[src/rtl/rstc_pkg.sv]
package rstc_pkg;

    typedef enum logic [1:0] {
        CAUSE_PIN    = 2'd0,
        CAUSE_DEBUG  = 2'd1,
        CAUSE_MANUAL = 2'd2,
        CAUSE_WDT    = 2'd3
    } cause_e;

    typedef struct packed {
        logic   por;    // power-on kind requested this cycle
        logic   man;    // manual kind requested this cycle
        logic   valid;  // any request present
        cause_e cause;  // winning source
    } grant_t;

    localparam int NUM_PINS  = 2;
    localparam int PIN_POR   = 0;
    localparam int PIN_MAN   = 1;
    localparam int NUM_KINDS = 2;
    localparam int KIND_POR  = 0;
    localparam int KIND_MAN  = 1;

    function automatic grant_t arbitrate(input logic pin_req,
                                         input logic dbg_req,
                                         input logic wdt_ovf,
                                         input logic wdt_type,
                                         input logic man_req);
        grant_t g;
        g.por   = pin_req | dbg_req | (wdt_ovf & wdt_type);
        g.man   = man_req | (wdt_ovf & ~wdt_type);
        g.valid = g.por | g.man;
        if (pin_req)                    g.cause = CAUSE_PIN;
        else if (dbg_req)               g.cause = CAUSE_DEBUG;
        else if (wdt_ovf && wdt_type)   g.cause = CAUSE_WDT;
        else if (man_req)               g.cause = CAUSE_MANUAL;
        else if (wdt_ovf)               g.cause = CAUSE_WDT;
        else                            g.cause = CAUSE_PIN;
        return g;
    endfunction

endpackage

[src/rtl/rstc_sync_bridge.sv]
module rstc_sync_bridge #(
    parameter int STAGES = 2
) (
    input  logic clk,
    input  logic pin_n_i,
    output logic req_o
);
    logic [STAGES-1:0] stage_q;

    // Request asserts as soon as the pin falls, clears STAGES edges after it rises.
    always_ff @(posedge clk or negedge pin_n_i) begin
        if (!pin_n_i) stage_q <= '1;
        else          stage_q <= {stage_q[STAGES-2:0], 1'b0};
    end

    assign req_o = stage_q[STAGES-1];
endmodule

[src/rtl/rstc_arbiter.sv]
module rstc_arbiter
    import rstc_pkg::*;
(
    input  logic   pin_req_i,
    input  logic   dbg_req_i,
    input  logic   wdt_ovf_i,
    input  logic   wdt_type_i,
    input  logic   man_req_i,
    output grant_t grant_o
);
    always_comb begin
        grant_o = arbitrate(pin_req_i, dbg_req_i, wdt_ovf_i, wdt_type_i, man_req_i);
    end
endmodule

[src/rtl/rstc_hold.sv]
module rstc_hold #(
    parameter int HOLD = 16
) (
    input  logic clk,
    input  logic clr_i,
    input  logic load_i,
    output logic active_o
);
    localparam int CW = $clog2(HOLD + 1);

    logic [CW-1:0] cnt_q;

    always_ff @(posedge clk) begin
        if (clr_i)               cnt_q <= '0;
        else if (load_i)         cnt_q <= CW'(HOLD);
        else if (cnt_q != '0)    cnt_q <= cnt_q - CW'(1);
    end

    assign active_o = (cnt_q != '0);
endmodule

[src/rtl/rstc_top.sv]
module rstc_top
    import rstc_pkg::*;
#(
    parameter int SYNC_STAGES = 2,
    parameter int HOLD_CYCLES = 16
) (
    input  logic       clk,
    input  logic       por_n_i,
    input  logic       mres_n_i,
    input  logic       dbg_rst_i,
    input  logic       wdt_ovf_i,
    input  logic       wdt_type_i,
    output logic       rst_cpu_o,
    output logic       rst_fpu_o,
    output logic       rst_periph_o,
    output logic       rst_wdtclk_o,
    output logic       rst_ibank_o,
    output logic [1:0] cause_o
);
    logic [NUM_PINS-1:0]  pin_n_vec;
    logic [NUM_PINS-1:0]  pin_req_vec;
    logic [NUM_KINDS-1:0] kind_load;
    logic [NUM_KINDS-1:0] kind_clr;
    logic [NUM_KINDS-1:0] kind_active;
    logic                 pin_req;
    logic                 man_req;
    grant_t               grant;
    cause_e               cause_q;
    logic                 por_dom;
    logic                 cpu_dom;

    assign pin_n_vec[PIN_POR] = por_n_i;
    assign pin_n_vec[PIN_MAN] = mres_n_i;

    for (genvar g = 0; g < NUM_PINS; g++) begin : g_bridge
        rstc_sync_bridge #(.STAGES(SYNC_STAGES)) bridge_i (
            .clk     (clk),
            .pin_n_i (pin_n_vec[g]),
            .req_o   (pin_req_vec[g])
        );
    end

    assign pin_req = pin_req_vec[PIN_POR];
    assign man_req = pin_req_vec[PIN_MAN];

    rstc_arbiter arb_i (
        .pin_req_i  (pin_req),
        .dbg_req_i  (dbg_rst_i),
        .wdt_ovf_i  (wdt_ovf_i),
        .wdt_type_i (wdt_type_i),
        .man_req_i  (man_req),
        .grant_o    (grant)
    );

    assign kind_load[KIND_POR] = grant.por;
    assign kind_load[KIND_MAN] = grant.man;
    assign kind_clr[KIND_POR]  = 1'b0;
    assign kind_clr[KIND_MAN]  = pin_req;

    for (genvar k = 0; k < NUM_KINDS; k++) begin : g_hold
        rstc_hold #(.HOLD(HOLD_CYCLES)) hold_i (
            .clk      (clk),
            .clr_i    (kind_clr[k]),
            .load_i   (kind_load[k]),
            .active_o (kind_active[k])
        );
    end

    // Cause register: the pin request is the synchronous clear.
    always_ff @(posedge clk) begin
        if (pin_req)          cause_q <= CAUSE_PIN;
        else if (grant.valid) cause_q <= grant.cause;
    end

    assign por_dom = pin_req | kind_active[KIND_POR];
    assign cpu_dom = por_dom | man_req | kind_active[KIND_MAN];

    assign rst_cpu_o    = cpu_dom;
    assign rst_ibank_o  = cpu_dom;
    assign rst_fpu_o    = por_dom;
    assign rst_periph_o = por_dom;
    assign rst_wdtclk_o = por_dom;
    assign cause_o      = cause_q;
endmodule

[config.mk]
export PLATFORM = sky130hd
export DESIGN_NAME = rstc_top
export DESIGN_NICKNAME = d
export VERILOG_FILES = /design/src/rtl/rstc_pkg.sv /design/src/rtl/rstc_sync_bridge.sv /design/src/rtl/rstc_arbiter.sv /design/src/rtl/rstc_hold.sv /design/src/rtl/rstc_top.sv
export SDC_FILE = /design/constraint.sdc
export NUM_CORES = 1
export LEC_CHECK = 0
export BUFFER_PORTS_ARGS = -buffer_cell sky130_fd_sc_hd__buf_4
export CAP_MARGIN = 25
export CORE_UTILIZATION = 46
export DETAILED_ROUTE_END_ITERATION = 10
export PLACE_DENSITY = 0.8
export SLEW_MARGIN = 20
export SYNTH_ARGS = -nofsm -noshare
export SYNTH_HDL_FRONTEND = slang
export SYNTH_SLANG_ARGS = --single-unit
[constraint.sdc]
create_clock -name clk -period 2.2 [get_ports clk]
set_clock_uncertainty 0.2 [all_clocks]
set_input_delay 0.22 -clock clk [delete_from_list [all_inputs] [get_ports clk]]
set_output_delay 0.22 -clock clk [all_outputs]
set_load 0.01 [all_outputs]
Word-level counts from Yosys, hierarchy flattened
Cells that the tools add are included.
Word-level totals
  output and inout port bits: 7
  input port bits: 6
  register bits: 16
  logic and storage cells: 29
Operators by class
  add/subtract/negate cells: 2
  reductions and logical operators: 5
  bitwise operators: 10
  mux-type cells: 6
Operators with widths (number)
  5-bit two-way mux: 2
  5-bit nonzero test: 2
  5-bit by 1-bit subtractor with 5-bit output, second input constant: 2
  2-bit two-way mux: 4
  1-bit bitwise OR: 7
  1-bit AND: 2
  2-bit nonzero test: 1
  2-bit OR reduction: 1
  1-bit logical AND: 1
  1-bit NOT: 1

Depth between registers and ports, before layout
  depth after elaboration: 4
  depth in mapped cells: 7
  mapped depth without buffers: 5

Hierarchy
A second synthesis with hierarchy kept.
Unflattened totals
  cell total of the unflattened synthesis: 77
  area, all modules: 719.4 um^2
Modules (own cells, without submodules)
  rstc_hold: area an instance 222.7 um^2, cells an instance 24, times used 2, sequential area each 100.1 um^2
  rstc_sync_bridge: area an instance 56.3 um^2, cells an instance 3, times used 2, sequential area each 52.6 um^2
  rstc_top: area an instance 106.4 um^2, cells an instance 12, times used 1, sequential area each 40.0 um^2
  rstc_arbiter: area an instance 55.1 um^2, cells an instance 11, times used 1, sequential area each 0.0 um^2

Least setup slack after synthesis
Ideal clock, no wire load.
  path kind: flip-flop to output port
  start point: register g_hold[0].hold_i.cnt_q[0]
  end point: output port rst_ibank_o
  slack: -0.140 ns
  data required time: 1.780 ns
  cell stages (with the launch flop): 8
  buffers on the path: 2
  data arrival time: 1.920 ns
  path through: dfxtp_1 inv_1 ha_1 or4b_1 buf_2 or2_4 or3_1 buf_4
On the way
  word-level cells in the longest chain between the ends: 4
RTL lines
  start, declared: RTL line rstc_hold.sv:11  | logic [CW-1:0] cnt_q;
  start signal, assigned: RTL line rstc_hold.sv:15  | else if (load_i) cnt_q <= CW'(HOLD);
  start signal, assigned: RTL line rstc_hold.sv:16  | else if (cnt_q != '0) cnt_q <= cnt_q - CW'(1);
  5-bit nonzero test: RTL line rstc_hold.sv:19  | assign active_o = (cnt_q != '0);
  1-bit bitwise OR: RTL line rstc_top.sv:75  | assign por_dom = pin_req | kind_active[KIND_POR];
  net rst_fpu_o: RTL line rstc_top.sv:14  | output logic rst_fpu_o,
  1-bit bitwise OR (2 in series): RTL line rstc_top.sv:76  | assign cpu_dom = por_dom | man_req | kind_active[KIND_MAN];
  end, declared: RTL line rstc_top.sv:17  | output logic rst_ibank_o,
The timed path passes the listed nets, and every way through them passes these cells.

Worst setup path after layout
  start point: register g_hold[0].hold_i.cnt_q[0]
  end point: output port rst_ibank_o
On the way
  word-level cells in the longest chain between the ends: 4
RTL lines (RTL line)
  5-bit nonzero test: rstc_hold.sv:19
  1-bit bitwise OR: rstc_top.sv:75
  1-bit bitwise OR (2 in series): rstc_top.sv:76
Every way passes these cells.

==> results.py <==
metrics = {
    "yosys": {
        "yosys-top-cells-count": "12 x dfxtp_1, 8 x nor2_1, 7 x inv_1, 7 x nor3_1, 5 x xnor2_1",
        "synthDistinctLibCells": 24,
        "synth_seq_cells": 16,
        "synth.area.top_cells": "dfxtp_1 35%, dfstp_2 15%, xnor2_1 6.3%, ha_1 5.4%, nor3_1 5.0%",
        "synth-edff-count": 0,
        "synthArstFlopShare_pct": 25.0,
        "synth_largest_area_cell": "dfxtp_1",
        "synth_ff_type": "dfxtp_1",
        "netlist_area_sq_um": 696,
        "netlist.area_leader.share_pct": 34.5,
        "yosysSeqAreaShare_pct": 49.6,
        "yosysWarningCount": 0,
        "syn_inst": 71,
        "synth.most_common_cell": "dfxtp_1",
        "syn_avg_cell_area_sq_um": 9.80,
    },
    "die": {
        "ioPinCount": 13,
        "coreArea_sq_mm": 0.00135,
        "dieWidth_um": 40.9,
        "core.rowCount": 13,
        "dieArea_sq_mm": 0.00167,
        "die_h_um": 40.9,
        "start_util_pct": 51.5,
    },
    "route": {
        "drt-vias-per-instance": 5.17,
        "vias": 610,
        "wl_per_cell_um": 11.7,
        "drt_pass1_iterations": 4,
        "drc_errors": 0,
        "ant_nets": 0,
        "routed_wl_um": 1390,
        "drt_iter0_markers": 16,
    },
    "cells_and_area": {
        "stdcell_count": 118,
        "n_antenna_cell": 0,
        "final_core_util_pct": 74.0,
        "syn_to_final_growth_pct": 43.5,
        "drive_gt1_share_pct": 42.7,
        "nets": 114,
    },
    "placed_design": {
        "dp.cells": 98,
        "gp_congestion": 0.756,
        "hpwl_um": 893,
        "numPortBuffers": 12,
        "pre_cts_ws_ps": 49.6,
    },
    "power_and_ir_drop": {
        "p_leak_nw": 0.442,
        "vdd_drop_max_mv": 0.457,
        "power_density_mw_per_mm2": 633,
    },
    "critical_path": {
        "worst-endpoint-required_ps": 1780,
        "ff2ff_setup_slack_ps": 60,
        "cp_slowest_cell": "or4b_4",
        "crit_buf_inv": 2,
        "crit_family": "simple AND/OR/NAND/NOR gates",
        "cp_max_fo": 2,
        "crit_path_cell_trace": "inv_2 -> ha_4 -> or4b_4 -> or2_4 -> or3_4 -> buf_6",
        "path_class": "reg -> out",
        "slowest_delay_ps": 460,
        "critPathArrivalTime_ps": 1980,
        "end_kind": "primary output",
        "startpoint_type": "flop",
    },
    "run_status": {
        "violations": "setup timing",
        "outcome": "finished, violations left",
    },
    "clock_tree": {
        "clock_path_buffers": 2,
        "clk_latency_ps": 280,
        "cts-htree-levels": 1,
        "cts_tree": "built",
        "cts_made_buffers": 3,
        "clkTransAtPathRegs_ps": 80,
        "cts_root_buffer": "clkbuf_4",
        "clock-sinks": 16,
    },
    "worst_hold_path": {
        "hold_class": "in -> reg",
    },
    "sta": {
        "worst-slew-pin-transition_ps": 524,
        "rsz0062_at_grt": "true",
        "setup_viol": 2,
        "fmax_mhz": 417,
        "hold_viol": 0,
        "relSlewSlack_pct": 64.6,
        "fin_crit_ps": 2400,
        "period_share_pct": 109,
        "setup_ws_ps": -198,
        "slew_viol_final": 0,
        "timing.hold.ws_ps": 31.4,
        "fin_setup_tns_ps": -396,
    },
    "global_route": {
        "grt_pass1_wl_um": 2130,
        "grt_pass1_vias": 529,
        "grt_usage_pct": 19.9,
        "grt_start_max_net_pins": 9,
        "antenna_found_initial": 0,
        "grt_overflow": 0,
    },
    "flow_run": {
        "cap_violations": 0,
    },
}
==> path summary, 6_finish.rpt <==
path,startpoint,endpoint,depth (start not counted)
hold / removal,wdt_ovf_i,g_hold[0].hold_i.cnt_q[4]$_SDFFE_PP1P_,3
setup reg to reg,g_hold[0].hold_i.cnt_q[1]$_SDFFE_PP0P_,g_hold[0].hold_i.cnt_q[4]$_SDFFE_PP1P_,12
setup / recovery,g_hold[0].hold_i.cnt_q[0]$_SDFFE_PP0P_,rst_ibank_o,6
hold reg to reg,g_bridge[1].bridge_i.stage_q[0]$_DFF_PN1_,g_bridge[1].bridge_i.stage_q[1]$_DFF_PN1_,0
max in group asynchronous,mres_n_i,g_bridge[1].bridge_i.stage_q[1]$_DFF_PN1_,2
min in group asynchronous,por_n_i,g_bridge[0].bridge_i.stage_q[0]$_DFF_PN1_,2
==> placed cells by master, fill, tap and decap left out, types with 2 or more instances in the layout <==
| cell | count |
|---|---|
| buf_4 | 26 |
| dfxtp_1 | 10 |
| nor2_1 | 8 |
| nor3_1 | 7 |
| inv_1 | 5 |
| xnor2_1 | 5 |
| dfstp_2 | 4 |
| dlygate4sd3_1 | 4 |
| a21oi_1 | 3 |
| a211oi_1 | 3 |
| clkbuf_4 | 3 |
| inv_2 | 2 |
| or4b_4 | 2 |
| a211o_1 | 2 |
| nand2_1 | 2 |
| ha_1 | 2 |
| conb_1 | 2 |
| dfxtp_2 | 2 |
| buf_6 | 2 |
==> area by class of cell <==
| class | count | area, sq um |
|---|---|---|
| flip-flops and latches | 16 | 348 |
| clock buffers | 3 | 22.5 |
| multi-input cells | 45 | 325 |
| well taps | 15 | 18.8 |
| fillers | 90 | 352 |
| inverters | 7 | 26.3 |
| repair buffers | 32 | 258 |
==> through the flow <==
step	instance area, sq um	power, mW
2_1_floorplan	723	0.415
3_3_place_gp	823	0.451
3_5_place_dp	823	0.454
4_1_cts	968	0.630
5_1_grt	998	0.666
6_report	998	0.632
==> cell families after synthesis <==
family | Yosys count | share of synthesized area (%)
buffers and inverters | 11 | 7.73
DFF | 16 | 49.6
muxes | 1 | 1.44
adders and majority gates | 3 | 5.40
xor gates and xnor gates | 5 | 6.29
AOI/OAI and AO/OA | 10 | 10.3
other | 1 | 0.539
and+or+nand+nor | 24 | 18.7
==> registers in the layout (all words and copies together), names as in the netlist <==
name                       count
g_hold.hold_i.cnt_q           10
cause_o                        2
g_bridge.bridge_i.stage_q      4
==> per-layer routing <==
metal / GRT usage [%] / wire length, um / vias up
met1: 23.3 / 638 / 293
met5: 0 / 0 / -
met3: 4.89 / 42 / 4
met2: 33.2 / 677 / 13
met4: 10.0 / 26 / 0
li1: - / - / 300
==> repair_timing <==
item / CTS / global route
pin swaps: 1 / 0
hold buffers: 4 / 0
setup buffers: 9 / 4
hold endpoints to repair: 7 / 0
resized for setup: 4 / 0
setup endpoints to repair: 2 / 5
gates cloned: 0 / 0
==> power breakdown <==
group          switching, mW  total, mW  leakage [nW]  internal [mW]
combinational         0.0614      0.153         0.286         0.0915
sequential            0.0181      0.333         0.142          0.315
clock                 0.0829      0.146        0.0138         0.0634
==> tightest hold or removal path, cell delays in order <==
cell and delay (ps):
buf_4 120, a211oi_1 100, nand2_1 50
No activity file was read; power rests on OpenSTA's default activity.
